==> src/rtl/cfg_seq_pkg.sv <==
package cfg_seq_pkg;
  localparam int ERR_W = 4;

  typedef enum logic [3:0] {
    ST_IDLE, ST_MSEL, ST_WAIT_A, ST_TAKE, ST_SEL, ST_WAIT_B, ST_RST_LO,
    ST_RST_HI, ST_RST_CHK, ST_WAIT_CD, ST_DCLK, ST_WAIT_UM, ST_RELEASE, ST_FINAL
  } state_e;

  typedef enum logic [ERR_W-1:0] {
    E_NONE      = 4'd0,
    E_MSEL      = 4'd1,
    E_IDLE_PINS = 4'd2,
    E_SEL_PINS  = 4'd3,
    E_NS_LO_TMO = 4'd4,
    E_NS_HI_TMO = 4'd5,
    E_CD_EARLY  = 4'd6,
    E_CD_OE     = 4'd7,
    E_NS_DROP   = 4'd8,
    E_CD_TMO    = 4'd9,
    E_UM_TMO    = 4'd10,
    E_FINAL     = 4'd11
  } err_e;

  typedef struct packed {
    logic nce;
    logic nconfig;
    logic data_en;
    logic ctrl_en;
    logic ovr;
  } pins_t;

  localparam pins_t PINS_REST = '{nce: 1'b1, nconfig: 1'b1, data_en: 1'b0,
                                  ctrl_en: 1'b0, ovr: 1'b0};
endpackage

==> src/rtl/cfg_seq_timer.sv <==
module cfg_seq_timer #(
  parameter int TIMEOUT = 1 << 24
) (
  input  logic clk_i,
  input  logic rst_ni,
  input  logic load_i,
  output logic expired_o
);
  localparam int TW = (TIMEOUT > 2) ? $clog2(TIMEOUT) : 1;
  localparam logic [TW-1:0] RELOAD = TW'(TIMEOUT - 1);

  logic [TW-1:0] cnt_q;

  always_ff @(posedge clk_i or negedge rst_ni) begin
    if (!rst_ni)               cnt_q <= RELOAD;
    else if (load_i)           cnt_q <= RELOAD;
    else if (cnt_q != '0)      cnt_q <= cnt_q - 1'b1;
  end

  assign expired_o = (cnt_q == '0);
endmodule

==> src/rtl/cfg_seq_dclk.sv <==
module cfg_seq_dclk #(
  parameter int PULSES = 15
) (
  input  logic clk_i,
  input  logic rst_ni,
  input  logic start_i,
  output logic dclk_o,
  output logic done_o
);
  localparam int CW = $clog2(PULSES + 1);

  logic [CW-1:0] left_q;
  logic          run_q;
  logic          dclk_q;

  always_ff @(posedge clk_i or negedge rst_ni) begin
    if (!rst_ni) begin
      left_q <= '0;
      run_q  <= 1'b0;
      dclk_q <= 1'b0;
    end else if (start_i) begin
      left_q <= CW'(PULSES);
      run_q  <= 1'b1;
      dclk_q <= 1'b0;
    end else if (run_q) begin
      if (!dclk_q && left_q != '0) begin
        dclk_q <= 1'b1;
        left_q <= left_q - 1'b1;
      end else begin
        dclk_q <= 1'b0;
        if (!dclk_q && left_q == '0) run_q <= 1'b0;
      end
    end
  end

  assign dclk_o = dclk_q;
  assign done_o = run_q && !dclk_q && (left_q == '0);

  AST_DCLK_GAP: assert property (@(posedge clk_i) disable iff (!rst_ni)
    dclk_o |=> !dclk_o);
endmodule

==> src/rtl/cfg_seq.sv <==
module cfg_seq
  import cfg_seq_pkg::*;
#(
  parameter int TIMEOUT = 1 << 24,
  parameter int PULSES  = 15
) (
  input  logic             clk_i,
  input  logic             rst_ni,
  input  logic             start_i,
  input  logic [2:0]       msel_i,
  input  logic             nconfig_pin_i,
  input  logic             nstatus_pin_i,
  input  logic             conf_done_pin_i,
  input  logic             conf_done_oe_i,
  input  logic             user_mode_i,
  output logic             ovr_o,
  output logic             nconfig_o,
  output logic             nce_o,
  output logic             pr_req_o,
  output logic             ns_oe_o,
  output logic             cd_oe_o,
  output logic             data_en_o,
  output logic             ctrl_en_o,
  output logic             dclk_o,
  output logic             busy_o,
  output logic             done_o,
  output logic [ERR_W-1:0] err_o
);
  state_e state_q, state_d;
  err_e   err_q, err_d, fcode;
  pins_t  pin_q, pin_d;
  logic   done_q, done_d;
  logic   fail, tmr_load, tmr_exp, dclk_go, dclk_done, pins_hi;

  cfg_seq_timer #(.TIMEOUT(TIMEOUT)) u_timer (
    .clk_i, .rst_ni, .load_i(tmr_load), .expired_o(tmr_exp)
  );

  cfg_seq_dclk #(.PULSES(PULSES)) u_dclk (
    .clk_i, .rst_ni, .start_i(dclk_go), .dclk_o, .done_o(dclk_done)
  );

  assign pins_hi = nconfig_pin_i && nstatus_pin_i;

  always_comb begin
    state_d  = state_q;
    err_d    = err_q;
    done_d   = done_q;
    pin_d    = pin_q;
    tmr_load = 1'b0;
    dclk_go  = 1'b0;
    fail     = 1'b0;
    fcode    = E_NONE;
    unique case (state_q)
      ST_IDLE: if (start_i) begin
        state_d = ST_MSEL;
        err_d   = E_NONE;
        done_d  = 1'b0;
      end
      ST_MSEL: if (msel_i > 3'd1) begin
        fail = 1'b1; fcode = E_MSEL;
      end else begin
        state_d = ST_WAIT_A; tmr_load = 1'b1;
      end
      ST_WAIT_A: if (pins_hi) state_d = ST_TAKE;
                 else if (tmr_exp) begin fail = 1'b1; fcode = E_IDLE_PINS; end
      ST_TAKE: begin
        pin_d   = '{nce: 1'b1, nconfig: 1'b1, data_en: 1'b0, ctrl_en: 1'b0, ovr: 1'b1};
        state_d = ST_SEL;
      end
      ST_SEL: begin
        pin_d.nce = 1'b0;
        state_d   = ST_WAIT_B;
        tmr_load  = 1'b1;
      end
      ST_WAIT_B: if (pins_hi) begin
        pin_d.nconfig = 1'b0; state_d = ST_RST_LO; tmr_load = 1'b1;
      end else if (tmr_exp) begin
        fail = 1'b1; fcode = E_SEL_PINS;
      end
      ST_RST_LO: if (!nstatus_pin_i) begin
        pin_d.nconfig = 1'b1; state_d = ST_RST_HI; tmr_load = 1'b1;
      end else if (tmr_exp) begin
        fail = 1'b1; fcode = E_NS_LO_TMO;
      end
      ST_RST_HI: if (nstatus_pin_i) state_d = ST_RST_CHK;
                 else if (tmr_exp) begin fail = 1'b1; fcode = E_NS_HI_TMO; end
      ST_RST_CHK: if (conf_done_pin_i) begin
        fail = 1'b1; fcode = E_CD_EARLY;
      end else if (!conf_done_oe_i) begin
        fail = 1'b1; fcode = E_CD_OE;
      end else begin
        pin_d.data_en = 1'b1; pin_d.ctrl_en = 1'b1;
        state_d = ST_WAIT_CD; tmr_load = 1'b1;
      end
      // CONF_DONE takes priority over a same-cycle status drop
      ST_WAIT_CD: if (conf_done_pin_i) begin
        state_d = ST_DCLK; dclk_go = 1'b1;
      end else if (!nstatus_pin_i) begin
        fail = 1'b1; fcode = E_NS_DROP;
      end else if (tmr_exp) begin
        fail = 1'b1; fcode = E_CD_TMO;
      end
      ST_DCLK: if (dclk_done) begin state_d = ST_WAIT_UM; tmr_load = 1'b1; end
      ST_WAIT_UM: if (user_mode_i) state_d = ST_RELEASE;
                  else if (tmr_exp) begin fail = 1'b1; fcode = E_UM_TMO; end
      ST_RELEASE: begin
        pin_d   = PINS_REST;
        state_d = ST_FINAL;
      end
      ST_FINAL: begin
        state_d = ST_IDLE;
        if (user_mode_i && conf_done_pin_i && nstatus_pin_i) done_d = 1'b1;
        else err_d = E_FINAL;
      end
      default: state_d = ST_IDLE;
    endcase
    if (fail) begin
      err_d   = fcode;
      pin_d   = PINS_REST;
      state_d = ST_IDLE;
    end
  end

  always_ff @(posedge clk_i or negedge rst_ni) begin
    if (!rst_ni) begin
      state_q <= ST_IDLE;
      err_q   <= E_NONE;
      done_q  <= 1'b0;
      pin_q   <= PINS_REST;
    end else begin
      state_q <= state_d;
      err_q   <= err_d;
      done_q  <= done_d;
      pin_q   <= pin_d;
    end
  end

  assign ovr_o     = pin_q.ovr;
  assign nconfig_o = pin_q.nconfig;
  assign nce_o     = pin_q.nce;
  assign data_en_o = pin_q.data_en;
  assign ctrl_en_o = pin_q.ctrl_en;
  assign pr_req_o  = 1'b0;
  assign ns_oe_o   = 1'b0;
  assign cd_oe_o   = 1'b0;
  assign busy_o    = (state_q != ST_IDLE);
  assign done_o    = done_q;
  assign err_o     = err_q;

  AST_MSEL_REJECT: assert property (@(posedge clk_i) disable iff (!rst_ni)
    (state_q == ST_MSEL && msel_i > 3'd1) |=> (err_o == E_MSEL && !ovr_o));
  AST_OVR_AFTER_PINS: assert property (@(posedge clk_i) disable iff (!rst_ni)
    $rose(ovr_o) |-> $past(nconfig_pin_i && nstatus_pin_i, 2));
  AST_NCE_ORDER: assert property (@(posedge clk_i) disable iff (!rst_ni)
    $fell(nce_o) |-> (ovr_o && $past(ovr_o) && nconfig_o && !data_en_o && !ctrl_en_o));
  AST_NCFG_PULSE: assert property (@(posedge clk_i) disable iff (!rst_ni)
    ($rose(nconfig_o) && ovr_o) |-> !$past(nstatus_pin_i));
  AST_EN_AFTER_RST: assert property (@(posedge clk_i) disable iff (!rst_ni)
    $rose(data_en_o) |-> (!$past(conf_done_pin_i) && $past(conf_done_oe_i) && nconfig_o));
  AST_DROP_ABORT: assert property (@(posedge clk_i) disable iff (!rst_ni)
    (state_q == ST_WAIT_CD && !conf_done_pin_i && !nstatus_pin_i)
      |=> (err_o == E_NS_DROP && !data_en_o));
  AST_DONE_CLEAN: assert property (@(posedge clk_i) disable iff (!rst_ni)
    done_o |-> (err_o == E_NONE && !ovr_o && nce_o));
  AST_ERR_HOLD: assert property (@(posedge clk_i) disable iff (!rst_ni)
    (!busy_o && !start_i) |=> ($stable(err_o) && $stable(done_o)));
endmodule

==> config.mk <==
export PLATFORM = sky130hd
export DESIGN_NAME = cfg_seq
export DESIGN_NICKNAME = d
export VERILOG_FILES = /design/src/rtl/cfg_seq_pkg.sv /design/src/rtl/cfg_seq_timer.sv /design/src/rtl/cfg_seq_dclk.sv /design/src/rtl/cfg_seq.sv
export SDC_FILE = /design/constraint.sdc
export NUM_CORES = 1
export LEC_CHECK = 0
export ABC_AREA = 1
export CORE_ASPECT_RATIO = 1.5
export CORE_MARGIN = 2
export CORE_UTILIZATION = 24
export CTS_BUF_LIST = sky130_fd_sc_hd__clkbuf_4 sky130_fd_sc_hd__clkbuf_8
export DETAILED_ROUTE_END_ITERATION = 10
export PLACE_DENSITY = 0.41
export SLEW_MARGIN = 15
export SYNTH_ARGS = -nofsm -noshare
export SYNTH_HDL_FRONTEND = slang
export SYNTH_SLANG_ARGS = --single-unit
==> constraint.sdc <==
create_clock -name clk_i -period 3.91 [get_ports clk_i]
set_clock_uncertainty 0.05 [all_clocks]
set_input_delay 1.173 -clock clk_i [delete_from_list [all_inputs] [get_ports clk_i]]
set_output_delay 1.173 -clock clk_i [all_outputs]
set_load 0.05 [all_outputs]
Word level (Yosys, flattened, before mapping)
Index checks and enable logic that the tools add are counted.
{"block": "op_classes", "reduce_logical": 31, "mux": 78, "eq_ne": 27, "multipliers": 0, "shift": 0, "n_div": 0, "bitwise": 0, "magnitude_cmp": 1, "addsub": 2}
{"cell": "4-bit 2-to-1 mux", "count": 23}
{"cell": "4-bit one-hot mux with 13 select lines", "count": 1}
{"cell": "24-bit 2-to-1 mux", "count": 2}
{"cell": "3-bit inequality test, second input constant", "count": 12}
{"cell": "4-bit one-hot mux with 8 select lines", "count": 1}
{"cell": "1-bit 2-to-1 mux", "count": 30}
{"cell": "4-bit == test, second input constant", "count": 6}
{"cell": "24-bit zero test", "count": 1}
{"cell": "24-bit nonzero test", "count": 1}
{"cell": "24-bit by 1-bit subtractor with 24-bit output, second input constant", "count": 1}
{"cell": "3-bit 2-to-1 mux", "count": 6}
{"cell": "4-bit by 3-bit == test with 1-bit output, second input constant", "count": 4}
{"cell": "2-bit 2-to-1 mux", "count": 6}
{"cell": "3-bit AND reduction", "count": 4}
{"cell": "3-bit nonzero test", "count": 4}
{"cell": "4-bit nonzero test", "count": 3}
{"cell": "11-bit AND reduction", "count": 1}
{"cell": "4-bit by 2-bit == test with 1-bit output, second input constant", "count": 2}
{"cell": "4-bit zero test", "count": 2}
{"cell": "4-bit one-hot mux with 2 select lines", "count": 1}
{"cell": "2-bit nonzero test", "count": 4}
{"cell": "1-bit logical AND", "count": 7}
{"cell": "1-bit one-hot mux with 7 select lines", "count": 1}
{"cell": "1-bit one-hot mux with 2 select lines", "count": 3}
{"cell": "11 further kinds", "count": 13}
{"block": "word_totals", "reg_bits": 44, "elab_cells": 151, "mem_bits_ro": 0, "out_inout_bits": 15, "latch_bits": 0, "ramBits": 0, "memories": 0}

Depth between registers and ports, before layout
{"block": "depth", "word_depth": 7, "mapped_depth": 13, "depth_no_buf": 13}

Cells and area by module
A second synthesis with hierarchy kept.
{"block": "unflattened", "hier_cells": 457, "area_unflattened_um2": 3146.8}
{"mod": "cfg_seq_timer", "cells_per_inst": 240, "seq_area_each_um2": 630.6, "area_each_um2": 1712.9, "instances": 1}
{"mod": "cfg_seq", "cells_per_inst": 175, "seq_area_each_um2": 327.8, "area_each_um2": 1097.3, "instances": 1}
{"mod": "cfg_seq_dclk", "cells_per_inst": 42, "seq_area_each_um2": 150.1, "area_each_um2": 336.6, "instances": 1}

Least setup slack after synthesis
OpenSTA, ideal clock, no wires.
{"block": "synth_timing", "kind": "input-to-reg", "from": "input port nconfig_pin_i", "to": "register u_timer.cnt_q[15]", "required_ps": 3777, "setup_slack_ps": 1763, "path_stages": 7, "arrival_time_ps": 2014, "cell_sequence": "nand2_1 > nor2_1 > nor3_2 > nand4_4 > buf_6 > a21oi_1 > o21ai_1"}
{"block": "synth_between", "elab_chain_cells": 4, "word_cells_on_any_way": 5}
{"element": "start: declaration", "line": "cfg_seq.sv:11", "text": "input logic nconfig_pin_i,"}
{"element": "1-bit logical AND *", "line": "cfg_seq.sv:43", "text": "assign pins_hi = nconfig_pin_i && nstatus_pin_i;"}
{"element": "1-bit 2-to-1 mux *", "line": "cfg_seq.sv:76", "text": "ST_WAIT_B: if (pins_hi) begin"}
{"element": "1-bit one-hot mux with 6 select lines *", "line": "cfg_seq.sv:54", "text": "unique case (state_q)"}
{"element": "24-bit 2-to-1 mux or 2-bit nonzero test (tied branches)"}
{"element": "end signal: assignment", "line": "cfg_seq_timer.sv:17", "text": "else if (cnt_q != '0) cnt_q <= cnt_q - 1'b1;"}
{"element": "end: declaration", "line": "cfg_seq_timer.sv:12", "text": "logic [TW-1:0] cnt_q;"}
Every way passes the cells marked *; elsewhere a longest branch is shown, timed or not.
A chain may end at the register's enable or synchronous reset.

Final worst setup path
{"block": "layout_timing", "from": "register state_q[3]", "to": "output port busy_o"}
{"block": "layout_between", "elab_chain_cells": 1}
{"element": "start: declaration", "line": "cfg_seq.sv:29", "text": "state_e state_q, state_d;"}
{"element": "start signal: assignment", "line": "cfg_seq.sv:132", "text": "state_q <= state_d;"}
{"element": "4-bit nonzero test", "line": "cfg_seq.sv:147", "text": "assign busy_o = (state_q != ST_IDLE);"}
{"element": "end: declaration", "line": "cfg_seq.sv:25", "text": "output logic busy_o,"}
No other way between the ends.

==> summary.md <==
| Metric | Value |
|---|---|
| Status | finished clean |
| Largest net degree at the start of global routing | 36 |
| Synth Area in Compound Gates | 0.108 |
| DRC | 0 |
| CP endpoint | busy_o |
| Crit Path Max Fanout | 5 |
| Critical path required time | 2.69 ns |
| Buffers added on ports | 21 |
| Setup repair after global routing missed its margin | false |
| Ant diodes | 0 |
| Pwr Density | 589 mW/mm^2 |
| Final period utilization | 0.817 |
| Maximum clock path buffer count | 2 |
| Vias per inst | 4.41 |
| CTS root buf | clkbuf_8 |
| Worst skew pair latency | 0.30 ns |
| Worst reg-to-reg path cell count | 7 |
| Max Fclk | 313 MHz |
| Synthesized instance count | 364 |
| Core area | 0.0111 mm^2 |
| Fill count | 1279 |
| Global Route Usage Sum | 0.119 |
| Worst-path clk slew | 0.08 ns |
| Worst setup SP type | register |
| Routed Antenna Nets | 0 |
| Std cell rows | 47 |
| Delay-heaviest family, CP | buffers and inverters |
| Crit path kind | register to primary output |
| First-pass GRT wire length | 11.6 mm |
| Final instance area | 0.00317 mm^2 |
| Worst setup EP type | primary output |
| Layout Nets | 404 |
| Area occupied by multi-input gates | 0.00141 mm^2 |
| R2r endpoint | u_timer.cnt_q[7] |
| # hold bufs at CTS | 0 |
| H-tree Lvls | 2 |
| Initial antenna violation count | 0 |
| Critical path, cell by cell | nor2_1, nand2_2, clkdlybuf4s50_1 |
| CTS resizes | 0 |
| Total number of vias | 2371 |
| Minimum clock period | 3.19 ns |
| Post-CTS setup buffers | 0 |
| Die height | 134 um |
| Simple-gate share of the synthesized area | 0.371 |
| Die area | 0.0122 mm^2 |
| Max stage delay on crit path | 0.73 ns |
| Dpl cell area | 0.00308 mm^2 |
| CP Data Arrival Time | 1.97 ns |
| GPL Wtd Cong | 0.831 |
| Peak VDD IR | 0.310 mV |
| Most frequent cells in the layout | nand2_1, nor2_1, inv_1, dfstp_2, nand3_1 |
| Final hold viol count | 0 |
| Num CTS Buffers | 5 |
| Syn avg cell area | 7.48 um^2 |
| Hold WC Path Type | register to register |
| Worst path buffer plus inverter count | 1 |
| Ys flop type | dfstp_2 |
| Register area | 0.00111 mm^2 |
| Placed cells | 530 |
| Post-synth EDFFs | 0 |
| Hpwl dp | 5.32 mm |
| Detailed Route WL | 6.74 mm |
| HP Start | nconfig_o |
| Post-Synth XOR/XNOR Area | 0.0225 |
| Ys Warns | 0 |
| Register bit total from synthesis | 43 |
| Synth Area in Adders | 0.0138 |
| Layout area overhead | 16.4% |
| CTS Sinks | 43 |
| Final Slew Violations | 0 |
| P_leak | 0.00135 uW |
| Initial Util | 0.246 |
| Post-synth ARST share | 1.00 |
| Fin util | 0.287 |
| Layout Cells excl Fill | 538 |
| Share of cells above drive strength 1 | 0.205 |
| GRT overflow | 0 |
| Worst r2r src | state_q[2] |
| Number of global-route vias before repair | 2432 |
| Wire length per cell | 12.5 um |
| TritonCTS clock tree | done |
| Setup total negative slack | 0 ns |
| Logic depth of the worst path, buffers included | 3 |
| Slew margin rel. | 0.455 |
| 1st-iter DRT viols | 120 |
| Main combinational cell family by area after synthesis | simple AND/OR/NAND/NOR gates |
| DRT Pass-1 Iters | 4 |
| Max_cap viols | 0 |
| Crit path max-delay cell type | clkdlybuf4s50_1 |
| Commonest non-fill, non-tap cell in the layout | nand2_1 |
| Netlist Area Pre-Place | 0.00272 mm^2 |
| Setup violators final | 0 |
| R2r setup slk | 1.92 ns |
| Seq/Total Area, Yosys | 0.407 |
| Mux share of post-synthesis cell area | 0 |
| Die Wd | 90.9 um |
| Worst slew pin tran | 0.818 ns |
| Critical Path Source | state_q[3] |
| Ports | 26 |
| Distinct cells, synth | 36 |
## tightest hold or removal path, delay by kind of cell (launching register included)
| kind | cells | cell delay (ns) |
|---|---|---|
| flip-flops | 1 | 0.38 |
| AND/OR/NAND/NOR | 2 | 0.09 |
## cells in the mapped netlist, types with 2 or more instances
library cell	instances	area (um^2)
inv_2	3	11.3
nor2_4	5	56.3
nand3_2	3	30.0
nor3_2	2	20.0
o21ai_2	2	17.5
nand2_1	84	315
dfstp_2	26	683
nand2_2	8	50.1
o21ai_1	9	45.0
ha_1	3	37.5
nor2_1	52	195
nand3_1	21	105
dfrtp_1	17	425
nor2_2	17	106
buf_4	4	30.0
o21ai_0	15	75.1
a21oi_1	16	80.1
o211ai_1	6	45.0
nor3_1	4	20.0
nor4_1	3	18.8
nand4_1	4	25.0
inv_1	40	150
xnor2_1	6	52.6
nand3b_1	2	15.0
## cells by family after synthesis
group	after synthesis
and+or+nand+nor	209
AOI/OAI and AO/OA	52
buffers and inverters	49
DFF	43
xor gates and xnor gates	7
adders and majority gates	3
other	1
## layer usage
layer	vias up	track usage	wire length (um)
li1	1215	-	-
met1	1112	0.129	2710
met2	37	0.228	3760
met3	7	0.0174	159
met4	0	0.0446	120
met5	-	0	0
## through the flow
step	hold slack, ns	total power (uW)	setup WS, ns
after floorplan	0.414	1350	1.76
after global placement	0.413	1600	0.814
after detailed placement	0.409	1600	0.750
after CTS	0.425	1910	0.699
after global routing	0.443	2020	0.591
final	0.417	1870	0.716
## state kept, by name, summed over array words and instances (netlist names)
register       cells
ovr_o              1
done_o             1
nce_o              1
state_q            4
u_dclk.left_q      4
u_dclk.dclk_o      1
err_o              4
data_en_o          1
nconfig_o          1
u_timer.cnt_q     24
u_dclk.run_q       1
## power by group
group | internal (uW) | leakage, uW | switching, uW
clock | 123 | 0.0000477 | 163
combinational | 291 | 0.000815 | 623
sequential | 575 | 0.000489 | 91.0
total | 989 | 0.00135 | 877
## final cells by class
cell class	instances	share of cell area
multi-input combinational	274	0.446
sequential	43	0.350
timing repair buffer	22	0.0671
tap	147	0.0581
inverter	44	0.0521
clock buffer	5	0.0217
clock inverter	3	0.00474
## worst min path at each step
stage | to | depth (start not counted) | slack, ns
after floorplan | u_dclk.left_q[2] | 2 | 0.41
after detailed placement | nce_o | 2 | 0.41
final | nconfig_o | 2 | 0.42
after global placement | nce_o | 2 | 0.41
after CTS | nconfig_o | 2 | 0.42
after global routing | nce_o | 2 | 0.44
(Power assumes the default switching activity.)
